`src/rtl/nvcmd_pkg.sv`:
```
package nvcmd_pkg;
  localparam int PREFIX_LEN = 5;
  localparam int STEP_W     = 3;

  typedef logic [STEP_W-1:0] step_t;

  typedef enum logic [1:0] {
    CMD_NONE   = 2'd0,
    CMD_STORE  = 2'd1,
    CMD_RECALL = 2'd2
  } nv_cmd_e;

  localparam logic [31:0] STORE_KEY  = 32'h0000_0FC0;
  localparam logic [31:0] RECALL_KEY = 32'h0000_0C63;

  // Expected address of prefix step idx (0..PREFIX_LEN-1).
  function automatic logic [31:0] prefix_addr(input step_t idx);
    case (idx)
      3'd0:    return 32'h0000_0E38;
      3'd1:    return 32'h0000_31C7;
      3'd2:    return 32'h0000_03E0;
      3'd3:    return 32'h0000_3C1F;
      3'd4:    return 32'h0000_303F;
      default: return 32'hFFFF_FFFF;
    endcase
  endfunction

  // Progress after a read that did not fire a command.
  function automatic step_t after_read(input step_t cur, input logic expected_hit,
                                       input logic first_hit);
    if (expected_hit) return step_t'(cur + 1'b1);
    if (first_hit)    return step_t'(1);
    return '0;
  endfunction

  // Busy length for a command.
  function automatic int unsigned busy_len(input nv_cmd_e c, input int unsigned st,
                                           input int unsigned rc);
    case (c)
      CMD_STORE:  return st;
      CMD_RECALL: return rc;
      default:    return 0;
    endcase
  endfunction
endpackage

```
`src/rtl/nvcmd_matcher.sv`:
```
module nvcmd_matcher
  import nvcmd_pkg::*;
#(
  parameter int ADDR_W = 15
) (
  input  logic              clk,
  input  logic              rst_n,
  input  logic              acc_valid,
  input  logic              acc_read,
  input  logic [ADDR_W-1:0] acc_addr,
  input  logic              busy,
  output nv_cmd_e           hit,
  output step_t             step_o
);
  step_t       step_q, step_d;
  logic        take;
  logic [31:0] addr_w;
  logic        expected_hit, first_hit, store_hit, recall_hit, at_select;

  always_comb begin
    take         = acc_valid && !busy;
    addr_w       = 32'(acc_addr);
    at_select    = (step_q == step_t'(PREFIX_LEN));
    expected_hit = !at_select && (addr_w == prefix_addr(step_q));
    first_hit    = (addr_w == prefix_addr('0));
    store_hit    = at_select && (addr_w == STORE_KEY);
    recall_hit   = at_select && (addr_w == RECALL_KEY);
  end

  always_comb begin
    step_d = step_q;
    hit    = CMD_NONE;
    if (take) begin
      if (!acc_read) begin
        step_d = '0;
      end else if (store_hit) begin
        hit    = CMD_STORE;
        step_d = '0;
      end else if (recall_hit) begin
        hit    = CMD_RECALL;
        step_d = '0;
      end else begin
        step_d = after_read(step_q, expected_hit, first_hit);
      end
    end
  end

  always_ff @(posedge clk) begin
    if (!rst_n) step_q <= '0;
    else        step_q <= step_d;
  end

  assign step_o = step_q;

  p_step_range_r5: assert property (@(posedge clk) disable iff (!rst_n)
    step_q <= step_t'(PREFIX_LEN));
  p_write_clears_r4: assert property (@(posedge clk) disable iff (!rst_n)
    (acc_valid && !acc_read && !busy) |=> (step_q == '0));
  p_idle_holds_r6: assert property (@(posedge clk) disable iff (!rst_n)
    (!acc_valid && !busy) |=> $stable(step_q));
  p_busy_frozen_r9: assert property (@(posedge clk) disable iff (!rst_n)
    busy |=> (step_q == '0));
endmodule

```
`src/rtl/nvcmd_busy_timer.sv`:
```
module nvcmd_busy_timer
  import nvcmd_pkg::*;
#(
  parameter int unsigned STORE_CYCLES  = 64,
  parameter int unsigned RECALL_CYCLES = 40
) (
  input  logic    clk,
  input  logic    rst_n,
  input  nv_cmd_e load,
  output logic    busy
);
  localparam int unsigned MAX_CYC = (STORE_CYCLES > RECALL_CYCLES) ? STORE_CYCLES : RECALL_CYCLES;
  localparam int          CNT_W   = $clog2(MAX_CYC + 1);

  logic [CNT_W-1:0] cnt_q;
  logic             loading;

  assign loading = (load != CMD_NONE);

  always_ff @(posedge clk) begin
    if (!rst_n)                 cnt_q <= '0;
    else if (loading)           cnt_q <= CNT_W'(busy_len(load, STORE_CYCLES, RECALL_CYCLES));
    else if (cnt_q != '0)       cnt_q <= cnt_q - 1'b1;
  end

  assign busy = (cnt_q != '0);

  p_count_down_r7: assert property (@(posedge clk) disable iff (!rst_n)
    (busy && !loading) |=> (cnt_q == $past(cnt_q) - 1'b1));
  p_load_store_r7: assert property (@(posedge clk) disable iff (!rst_n)
    (load == CMD_STORE) |=> (cnt_q == CNT_W'(STORE_CYCLES)));
  p_load_recall_r8: assert property (@(posedge clk) disable iff (!rst_n)
    (load == CMD_RECALL) |=> (cnt_q == CNT_W'(RECALL_CYCLES)));
endmodule

```
`src/rtl/nvcmd_unlock.sv`:
```
module nvcmd_unlock
  import nvcmd_pkg::*;
#(
  parameter int          ADDR_W        = 15,
  parameter int unsigned STORE_CYCLES  = 64,
  parameter int unsigned RECALL_CYCLES = 40
) (
  input  logic              clk,
  input  logic              rst_n,
  input  logic              acc_valid,
  input  logic              acc_read,
  input  logic [ADDR_W-1:0] acc_addr,
  output logic              store_cmd,
  output logic              recall_cmd,
  output logic              mem_disable
);
  nv_cmd_e hit_ev;
  step_t   match_step;
  logic    busy_w;

  nvcmd_matcher #(.ADDR_W(ADDR_W)) u_match (
    .clk       (clk),
    .rst_n     (rst_n),
    .acc_valid (acc_valid),
    .acc_read  (acc_read),
    .acc_addr  (acc_addr),
    .busy      (busy_w),
    .hit       (hit_ev),
    .step_o    (match_step)
  );

  nvcmd_busy_timer #(.STORE_CYCLES(STORE_CYCLES), .RECALL_CYCLES(RECALL_CYCLES)) u_timer (
    .clk   (clk),
    .rst_n (rst_n),
    .load  (hit_ev),
    .busy  (busy_w)
  );

  always_ff @(posedge clk) begin
    if (!rst_n) begin
      store_cmd  <= 1'b0;
      recall_cmd <= 1'b0;
    end else begin
      store_cmd  <= (hit_ev == CMD_STORE);
      recall_cmd <= (hit_ev == CMD_RECALL);
    end
  end

  assign mem_disable = busy_w;

  p_cmd_excl_r10: assert property (@(posedge clk) disable iff (!rst_n)
    !(store_cmd && recall_cmd));
  p_store_single_r10: assert property (@(posedge clk) disable iff (!rst_n)
    store_cmd |=> !store_cmd);
  p_recall_single_r10: assert property (@(posedge clk) disable iff (!rst_n)
    recall_cmd |=> !recall_cmd);
  p_store_disables_r7: assert property (@(posedge clk) disable iff (!rst_n)
    store_cmd |-> mem_disable);
  p_recall_disables_r8: assert property (@(posedge clk) disable iff (!rst_n)
    recall_cmd |-> mem_disable);
  p_no_cmd_when_busy_r9: assert property (@(posedge clk) disable iff (!rst_n)
    (store_cmd || recall_cmd) |-> !$past(mem_disable));
  p_prefix_needed_r2: assert property (@(posedge clk) disable iff (!rst_n)
    (hit_ev != CMD_NONE) |-> (match_step == step_t'(PREFIX_LEN)));
endmodule

```
`config.mk`:
```
export PLATFORM = sky130hd
export DESIGN_NAME = nvcmd_unlock
export DESIGN_NICKNAME = d
export VERILOG_FILES = /design/src/rtl/nvcmd_pkg.sv /design/src/rtl/nvcmd_matcher.sv /design/src/rtl/nvcmd_busy_timer.sv /design/src/rtl/nvcmd_unlock.sv
export SDC_FILE = /design/constraint.sdc
export NUM_CORES = 1
export LEC_CHECK = 0
export BUFFER_PORTS_ARGS = -buffer_cell sky130_fd_sc_hd__buf_4
export CAP_MARGIN = 15
export CORE_MARGIN = 1.5
export CORE_UTILIZATION = 35
export DETAILED_ROUTE_END_ITERATION = 7
export PLACE_DENSITY = 0.64
export RECOVER_POWER = 100
export SYNTH_ARGS = -nofsm -noshare
export SYNTH_HDL_FRONTEND = slang
export SYNTH_SLANG_ARGS = --single-unit
```
`constraint.sdc`:
```
create_clock -name clk -period 1.9 [get_ports clk]
set_clock_uncertainty 0.1 [all_clocks]
set_input_delay 0 -clock clk [delete_from_list [all_inputs] [get_ports clk]]
set_output_delay 0 -clock clk [all_outputs]
set_load 0.02 [all_outputs]
```
==> flow_summary.ini, run 1 <==
[place]
place_ws_ns = -0.194
dp_cells = 172
place_congestion = 0.776
dp_hpwl_um = 1830
io_buffers = 21

[layout]
final.fill_count = 229
drive_above_1_share_pct = 41.1
final_cell_mix = buf_4, nor2_1, dfxtp_1
mostFrequentLayoutCell = buf_4
stdcell_count = 181
num_antenna_cells = 0
fin_nets = 177
area_growth_pct = 45.3

[route]
post_drt_wl_per_cell_um = 13.4
drc = 0
wl_um = 2430
routed-wl-met2_um = 1170
wl_met1_um = 1080
wl_met3_um = 172
drtAntennaViolNets = 0
drt_pass1_iterations = 4
drtIter0Drc = 16
vias = 969
avgViaCountPerCell = 5.35
maxUsedRoutingLayer = met4

[cts]
htreeDepth = 1
ctsLongestPathBuffers = 2
cts.sinks = 12
numCtsBuffers = 3
clock_latency_ns = 0.27
cts-root-buf = clkbuf_4
cts_tree = built
clk_pin_slew_worst_paths_ns = 0.08

[yosys]
synth_simple_gate_area_share_pct = 37.1
synth_compound_area_share_pct = 16.7
synth_xor_area_share_pct = 5.51
yosysSeqAreaShare_pct = 25.2
avgSynthCellArea_um2 = 8.51
syn_nets = 137
netlist_instances = 112
synth_edf_count = 0
ys_ff_latch = 12
synthArstFlopShare_pct = 0
synth.distinct_cells = 46
synth_area_um2 = 953
yosys.area_share.adder_pct = 7.87
synth_top_family_by_area = simple AND/OR/NAND/NOR gates
synth_mux_area_share_pct = 3.28
synth_ff_type = dfxtp_1
yosys_warnings = 0

[worst_setup_path]
reg2reg_depth = 8
crit_type = flip-flop to flip-flop
worstPathRequired_ns = 1.97
end_kind = flip-flop
startpoint_type = flip-flop
crit_fanout = 4
crit_arrival_ns = 2.10

[floorplanning]
dieArea_um2 = 3050
initial_core_util_pct = 37.8
io_pins = 22
std_cell_rows = 18
die_y_um = 55.2
core_um2 = 2520
die_w_um = 55.2

[power]
vdd_drop_max_mv = 0.808
power.leakage_nw = 0.528
powerDensity_nw_per_um2 = 726

[sta]
min_period_over_period_pct = 107
fin_crit_ns = 2.03
fmax_mhz = 492
max_slew_margin_pct = 72.4
slew_viol_final = 0
finalSetupViolations = 3
worstMarginPinSlew_ns = 0.411
rsz0062_at_grt = yes
finalHoldViolCount = 0
setup_ws_ns = -0.131

[outcome]
violations = setup timing
outcome = finished, violations left

[grt]
grt_max_degree = 12
gr-total-overflow = 0
antenna_found_initial = 0
grt_pass1_wl_um = 3620
grtUsageTotal_pct = 16.6
grt_pass1_vias = 841

[min_path]
worstHoldPathCells = 5
min_path_type = primary input to flip-flop

[flow_run]
maxCapViolCount = 0
==> flip-flops by register name (all words and copies together) (netlist names) <==
| name | cells |
|---|---|
| recall_cmd | 1 |
| store_cmd | 1 |
| u_timer.cnt_q | 7 |
| u_match.step_o | 3 |
==> through the flow <==
stage	setup TNS, ns	utilization (%)	total power [mW]	cell area (µm²)	hold slack, ns
final	-0.365	54.9	1.01	1390	0.0693
after global routing	-1.24	54.9	1.08	1390	0.0749
after CTS	-0.291	52.4	0.982	1320	0.0673
after detailed placement	-0.611	49.9	0.809	1260	0.204
after global placement	-0.268	49.9	0.798	1260	0.197
after floorplan	-0.0908	-	0.667	996	0.170
==> cells by family after synthesis <==
kind of cell | Yosys count
flops | 12
buf+inv | 9
compound gates | 18
mux | 3
xor+xnor | 6
simple gates | 58
fa+ha+maj | 6
==> area by class of cell <==
cell class | count | area [µm²] | area share (%)
Multi-Input combinational cell | 91 | 774 | 55.9
Timing Repair Buffer | 37 | 270 | 19.5
Sequential cell | 12 | 248 | 17.9
Tap cell | 30 | 37.5 | 2.71
Inverter | 7 | 28.8 | 2.08
Clock buffer | 4 | 26.3 | 1.90
==> Yosys cell counts, drive strengths merged, types with 2 or more instances <==
master / number / area, µm²
nand3b: 3 / 22.5
and2: 3 / 18.8
mux2i: 2 / 20.0
a211oi: 2 / 20.0
nor2: 10 / 40.0
nand4b: 2 / 17.5
nor3: 4 / 25.0
ha: 6 / 75.1
dfxtp: 12 / 240
nor4: 5 / 43.8
o21bai: 2 / 26.3
xnor2: 4 / 35.0
a21boi: 3 / 22.5
nand2: 9 / 33.8
nand3: 5 / 25.0
xor2: 2 / 17.5
nor2b: 3 / 18.8
inv: 7 / 26.3
nand4: 4 / 25.0
or3: 2 / 17.5
o21ai: 6 / 33.8
==> metal layers <==
layer  track usage, %  vias up
li1                 -      490
met1             19.0      449
met2             29.8       28
met3             5.38        2
met4             3.66        0
met5                0        -
==> worst max-delay path: stages, from the launching register on <==
cell       delay, ns
dfxtp_4         0.38
ha_4            0.17
buf_6           0.11
or2_4           0.25
o21ai_4         0.17
o31ai_4         0.09
a2111oi_4       0.39
a211o_1         0.18
nand3_1         0.06
==> final timing paths <==
path / slack (ns) / from / end
worst min-delay path: 0.07 / acc_addr[14] / u_match.step_o[1]$_SDFFE_PN0P_
worst max register to register: -0.13 / u_match.step_o[1]$_SDFFE_PN0P_ / u_match.step_o[0]$_SDFFE_PN0P_
worst min register to register: 0.41 / u_timer.cnt_q[1]$_SDFFE_PN0P_ / u_timer.cnt_q[1]$_SDFFE_PN0P_
worst max-delay path: -0.13 / u_match.step_o[1]$_SDFFE_PN0P_ / u_match.step_o[0]$_SDFFE_PN0P_
==> where the power goes <==
| part | internal, mW | leakage, nW | switching (mW) | total, mW |
|---|---|---|---|---|
| Clock | 0.0813 | 0.0150 | 0.0835 | 0.165 |
| Sequential | 0.302 | 0.0997 | 0.0539 | 0.356 |
| Combinational | 0.237 | 0.413 | 0.248 | 0.486 |
| Total | 0.620 | 0.528 | 0.386 | 1.01 |
==> timing repair <==
action | 4_1_cts | 5_1_grt
hold endpoints to repair | 8 | 0
endpoints found under the setup margin | 7 | 9
setup buffers | 0 | 4
hold buffers | 1 | 0
gates resized for setup | 5 | 11
pin swaps | 1 | 12
gates cloned | 0 | 0
(Power assumes the default switching activity.)
==> inputs of run 2 (changes only) <==
--- a/config.mk
+++ b/config.mk
@@ -12,3 +12,4 @@
 export DETAILED_ROUTE_END_ITERATION = 7
-export PLACE_DENSITY = 0.64
+export MAX_ROUTING_LAYER = met4
+export PLACE_DENSITY = 0.62
 export RECOVER_POWER = 100
==> constraint.sdc (replaced) <==
create_clock -name clk -period 2.49 [get_ports clk]
set_clock_uncertainty 0.1 [all_clocks]
set_input_delay 0.249 -clock clk [delete_from_list [all_inputs] [get_ports clk]]
set_output_delay 0.249 -clock clk [all_outputs]
set_load 0.02 [all_outputs]
==> flow_summary.ini, run 2 (synthesis results as in run 1) <==
[grt]
grt_pass1_vias = 797
grt_pass1_wl_um = 3430
grtUsageTotal_pct = 16.1
grt_max_degree = 12
gr-total-overflow = 0
antenna_found_initial = 0

[sta]
fmax_mhz = 432
worstMarginPinSlew_ns = 0.666
finalSetupViolations = 0
finalHoldViolCount = 0
setup_ws_ns = 0.175
slew_viol_final = 0
fin_crit_ns = 2.31
min_period_over_period_pct = 93.0
setup_tns_ns = 0
rsz0062_at_grt = no
max_slew_margin_pct = 55.2

[flow_run]
maxCapViolCount = 0

[floorplanning]
core_um2 = 2520
dieArea_um2 = 3050
die_w_um = 55.2
initial_core_util_pct = 37.8
std_cell_rows = 18
die_y_um = 55.2
io_pins = 22

[cts]
ctsLongestPathBuffers = 2
cts_tree = built
htreeDepth = 1
cts.sinks = 12
holdBufCountCts = 0
clock_latency_ns = 0.27
clk_pin_slew_worst_paths_ns = 0.07
cts_resized = 0
numCtsBuffers = 3
cts_setup_buffers = 0
cts-root-buf = clkbuf_4

[route]
post_drt_wl_per_cell_um = 13.0
drc = 0
drtAntennaViolNets = 0
drtIter0Drc = 27
drt_pass1_iterations = 4
wl_um = 2140
avgViaCountPerCell = 5.47
vias = 897

[layout]
drive_above_1_share_pct = 23.1
stdcell_count = 164
final_util_pct = 45.1
final_cell_mix = buf_4, dfxtp_1, nand2_1, nor2_1, inv_1
num_antenna_cells = 0
fin_nets = 161
mostFrequentLayoutCell = buf_4
top_register = u_timer.cnt_q
final.fill_count = 270
largest_reg_flops = 7
area_growth_pct = 19.4

[worst_setup_path]
worstPathRequired_ns = 2.59
crit_chain = inv_1 > ha_1 > o21bai_1 > xor2_1 > nand3b_1 > a2111oi_4 > nand4b_1 > a21boi_1
startpoint_type = flip-flop
reg2reg_to = u_match.step_o[2]$_SDFFE_PN0P_
slowest_delay_ns = 0.44
critical_path.slowest_cell = a2111oi_4
r2r_slack_ns = 0.18
crit_fanout = 6
r2r-start = u_match.step_o[0]$_SDFFE_PN0P_
end_kind = flip-flop
reg2reg_depth = 8
crit_type = flip-flop to flip-flop
crit_arrival_ns = 2.42

[power]
power.leakage_nw = 0.419
vdd_drop_max_mv = 0.584
powerDensity_nw_per_um2 = 622

[place]
io_buffers = 21
place_congestion = 0.818
dp_cells = 161
dp_hpwl_um = 1720
place_ws_ns = 0.204

[min_path]
hold_end = u_timer.cnt_q[5]$_SDFFE_PN0P_
min_from = rst_n
worstHoldPathCells = 2
min_path_type = primary input to flip-flop

[outcome]
outcome = finished, final reports clean
[run 2: cell count changes in the layout (fill, tap and decap cells not counted), sizes merged]
cell,previous run,this run
buf,32,18
clkbuf,8,6
dlygate4sd3,1,0
[run 2: worst max-delay path: cells and delay by family (launching register included)]
kind	cells	cell delay (ns)
AO/OA/AOI/OAI	3	0.89
flip-flops	1	0.39
AND/OR/NAND/NOR	2	0.30
adder cells (fa/ha/maj)	1	0.28
XOR/XNOR	1	0.18
buffers and inverters	1	0.10
[run 2: area by class of cell]
class / count / area [µm²] / share of cell area (%)
Timing Repair Buffer: 21 / 146 / 12.9
Clock buffer: 3 / 22.5 / 1.98
Inverter: 7 / 26.3 / 2.31
Sequential cell: 12 / 240 / 21.1
Tap cell: 30 / 37.5 / 3.30
Multi-Input combinational cell: 91 / 666 / 58.5
[run 2: metrics by stage]
step	cell area (µm²)	hold WS, ns	total power, mW
global route	1140	0.192	0.775
CTS	1160	0.174	0.725
global placement	1130	0.378	0.595
finish	1140	0.177	0.708
detailed placement	1130	0.389	0.605
floorplan	953	0.364	0.511
[run 2: how the worst max path moves through the flow]
stage,startpoint,end,cells past startpoint
after floorplan,u_match.step_o[0]$_SDFFE_PN0P_,u_match.step_o[0]$_SDFFE_PN0P_,8
after global placement,u_match.step_o[0]$_SDFFE_PN0P_,u_match.step_o[1]$_SDFFE_PN0P_,8
after detailed placement,u_match.step_o[0]$_SDFFE_PN0P_,u_match.step_o[0]$_SDFFE_PN0P_,8
after CTS,u_match.step_o[0]$_SDFFE_PN0P_,u_match.step_o[2]$_SDFFE_PN0P_,8
after global routing,u_match.step_o[0]$_SDFFE_PN0P_,u_match.step_o[1]$_SDFFE_PN0P_,8
final,u_match.step_o[0]$_SDFFE_PN0P_,u_match.step_o[2]$_SDFFE_PN0P_,8
[run 2: power by group]
part,internal [mW],leakage (nW),switching [mW],total [mW]
clock,0.0560,0.0138,0.0613,0.117
sequential,0.233,0.0981,0.0340,0.267
combinational,0.149,0.307,0.176,0.325
[run 2: per-layer routing]
layer / share of wire (%) / up-vias / GRT usage [%]
met5: 0 / - / -
met4: 0.84 / 0 / 3.66
met3: 6.1 / 4 / 4.03
met2: 45 / 28 / 26.4
met1: 48 / 413 / 19.9
li1: - / 452 / -
==> inputs of run 3 (changes only) <==
==> constraint.sdc (replaced) <==
create_clock -name clk -period 2.49 [get_ports clk]
set_clock_uncertainty 0.1 [all_clocks]
set_input_delay 0.498 -clock clk [delete_from_list [all_inputs] [get_ports clk]]
set_output_delay 0.498 -clock clk [all_outputs]
set_load 0.02 [all_outputs]
==> flow_summary.ini, run 3 (synthesis results as in run 1) <==
[power]
power.leakage_nw = 0.422
vdd_drop_max_mv = 0.493
power.total_mw = 0.707
powerDensity_nw_per_um2 = 624

[cts]
clock_latency_ns = 0.27
cts_tree = built
ctsLongestPathBuffers = 2
htreeDepth = 1
cts.sinks = 12
cts-root-buf = clkbuf_4
cts_resized = 0
cts_setup_buffers = 0
numCtsBuffers = 3
clk_pin_slew_worst_paths_ns = 0.07
holdBufCountCts = 0

[floorplanning]
io_pins = 22
initial_core_util_pct = 37.8
die_y_um = 55.2
die_w_um = 55.2
core_um2 = 2520
std_cell_rows = 18
dieArea_um2 = 3050

[sta]
setup_tns_ns = 0
setup_ws_ns = 0.145
max_slew_margin_pct = 53.1
worstMarginPinSlew_ns = 0.697
fin_crit_ns = 2.35
slew_viol_final = 0
fmax_mhz = 426
hold-worst-slack_ns = 0.403
finalSetupViolations = 0
rsz0062_at_grt = no
min_period_over_period_pct = 94.2
finalHoldViolCount = 0

[layout]
multi_input_comb_area_um2 = 659
top_register = u_timer.cnt_q
mostFrequentLayoutCell = buf_4
fin_nets = 161
drive_above_1_share_pct = 23.1
num_antenna_cells = 0
final_area_um2 = 1130
final.fill_count = 254
final_cell_mix = buf_4, dfxtp_1, nand2_1, nor2_1, inv_1
regArea_um2 = 240
stdcell_count = 164
area_growth_pct = 18.9
largest_reg_flops = 7
final_util_pct = 44.9

[grt]
grt_pass1_vias = 786
grt_max_degree = 12
grtUsageTotal_pct = 16.2
gr-total-overflow = 0
antenna_found_initial = 0
grt_pass1_wl_um = 3380

[worst_setup_path]
worstPathRequired_ns = 2.55
crit_fanout = 6
r2r-start = u_match.step_o[0]$_SDFFE_PN0P_
crit_type = flip-flop to flip-flop
reg2reg_depth = 8
end_kind = flip-flop
r2r_slack_ns = 0.14
reg2reg_to = u_match.step_o[0]$_SDFFE_PN0P_
startpoint_type = flip-flop
critical_path.slowest_cell = a2111oi_4
slowest_delay_ns = 0.47
crit_chain = inv_1 > ha_1 > o21bai_1 > xor2_1 > nand3b_1 > a2111oi_4 > a211o_1 > nand3_1
crit_arrival_ns = 2.40

[place]
place_congestion = 0.801
dp_hpwl_um = 1750
place_ws_ns = 0.170
io_buffers = 21
dp_cells = 161
dpl_cell_area_um2 = 1130

[min_path]
min_path_type = flip-flop to flip-flop
worstHoldPathCells = 2
hold_end = u_match.step_o[1]$_SDFFE_PN0P_
min_from = u_match.step_o[1]$_SDFFE_PN0P_

[route]
drtAntennaViolNets = 0
wl_um = 2110
avgViaCountPerCell = 5.30
drc = 0
vias = 869
post_drt_wl_per_cell_um = 12.9
drt_pass1_iterations = 4
drtIter0Drc = 21

[outcome]
outcome = finished, final reports clean

[flow_run]
maxCapViolCount = 0
## run 3: cell counts in the layout (fill, tap and decap cells not counted)
Identical to the previous run, type by type.
## run 3: per-layer routing
metal | vias to the layer above | routed length, µm | GRT usage [%]
li1 | 455 | - | -
met1 | 391 | 1030 | 20.9
met2 | 23 | 939 | 25.6
met3 | 0 | 142 | 4.84
met4 | 0 | 0 | 2.44
met5 | - | 0 | -
## run 3: critical path, delay by kind of cell, from the launching register on
kind | cells | cell delay, ns
compound gates | 3 | 0.95
xor+xnor | 1 | 0.17
fa+ha+maj | 1 | 0.29
buf+inv | 1 | 0.11
flops | 1 | 0.40
simple gates | 2 | 0.22
## run 3: worst max path at each step
stage / from / to / slack, ns / depth (start not counted)
floorplan: u_match.step_o[0]$_SDFFE_PN0P_ / u_match.step_o[0]$_SDFFE_PN0P_ / 0.47 / 8
global placement: u_match.step_o[0]$_SDFFE_PN0P_ / u_match.step_o[0]$_SDFFE_PN0P_ / 0.22 / 8
detailed placement: u_match.step_o[0]$_SDFFE_PN0P_ / u_match.step_o[0]$_SDFFE_PN0P_ / 0.17 / 8
CTS: u_match.step_o[0]$_SDFFE_PN0P_ / u_match.step_o[1]$_SDFFE_PN0P_ / 0.14 / 8
global route: u_match.step_o[0]$_SDFFE_PN0P_ / u_match.step_o[2]$_SDFFE_PN0P_ / 0.005 / 8
finish: u_match.step_o[0]$_SDFFE_PN0P_ / u_match.step_o[0]$_SDFFE_PN0P_ / 0.14 / 8
## run 3: final cells by class
| type | instances | area share (%) |
|---|---|---|
| flip-flops and latches | 12 | 21.2 |
| repair buffers | 21 | 13.0 |
| clock buffers | 3 | 1.99 |
| well taps | 30 | 3.31 |
| multi-input cells | 91 | 58.2 |
| inverters | 7 | 2.32 |
## run 3: power by group
group | internal, mW | switching (mW)
clock | 0.0559 | 0.0587
combinational | 0.152 | 0.176
sequential | 0.233 | 0.0328
total | 0.440 | 0.267
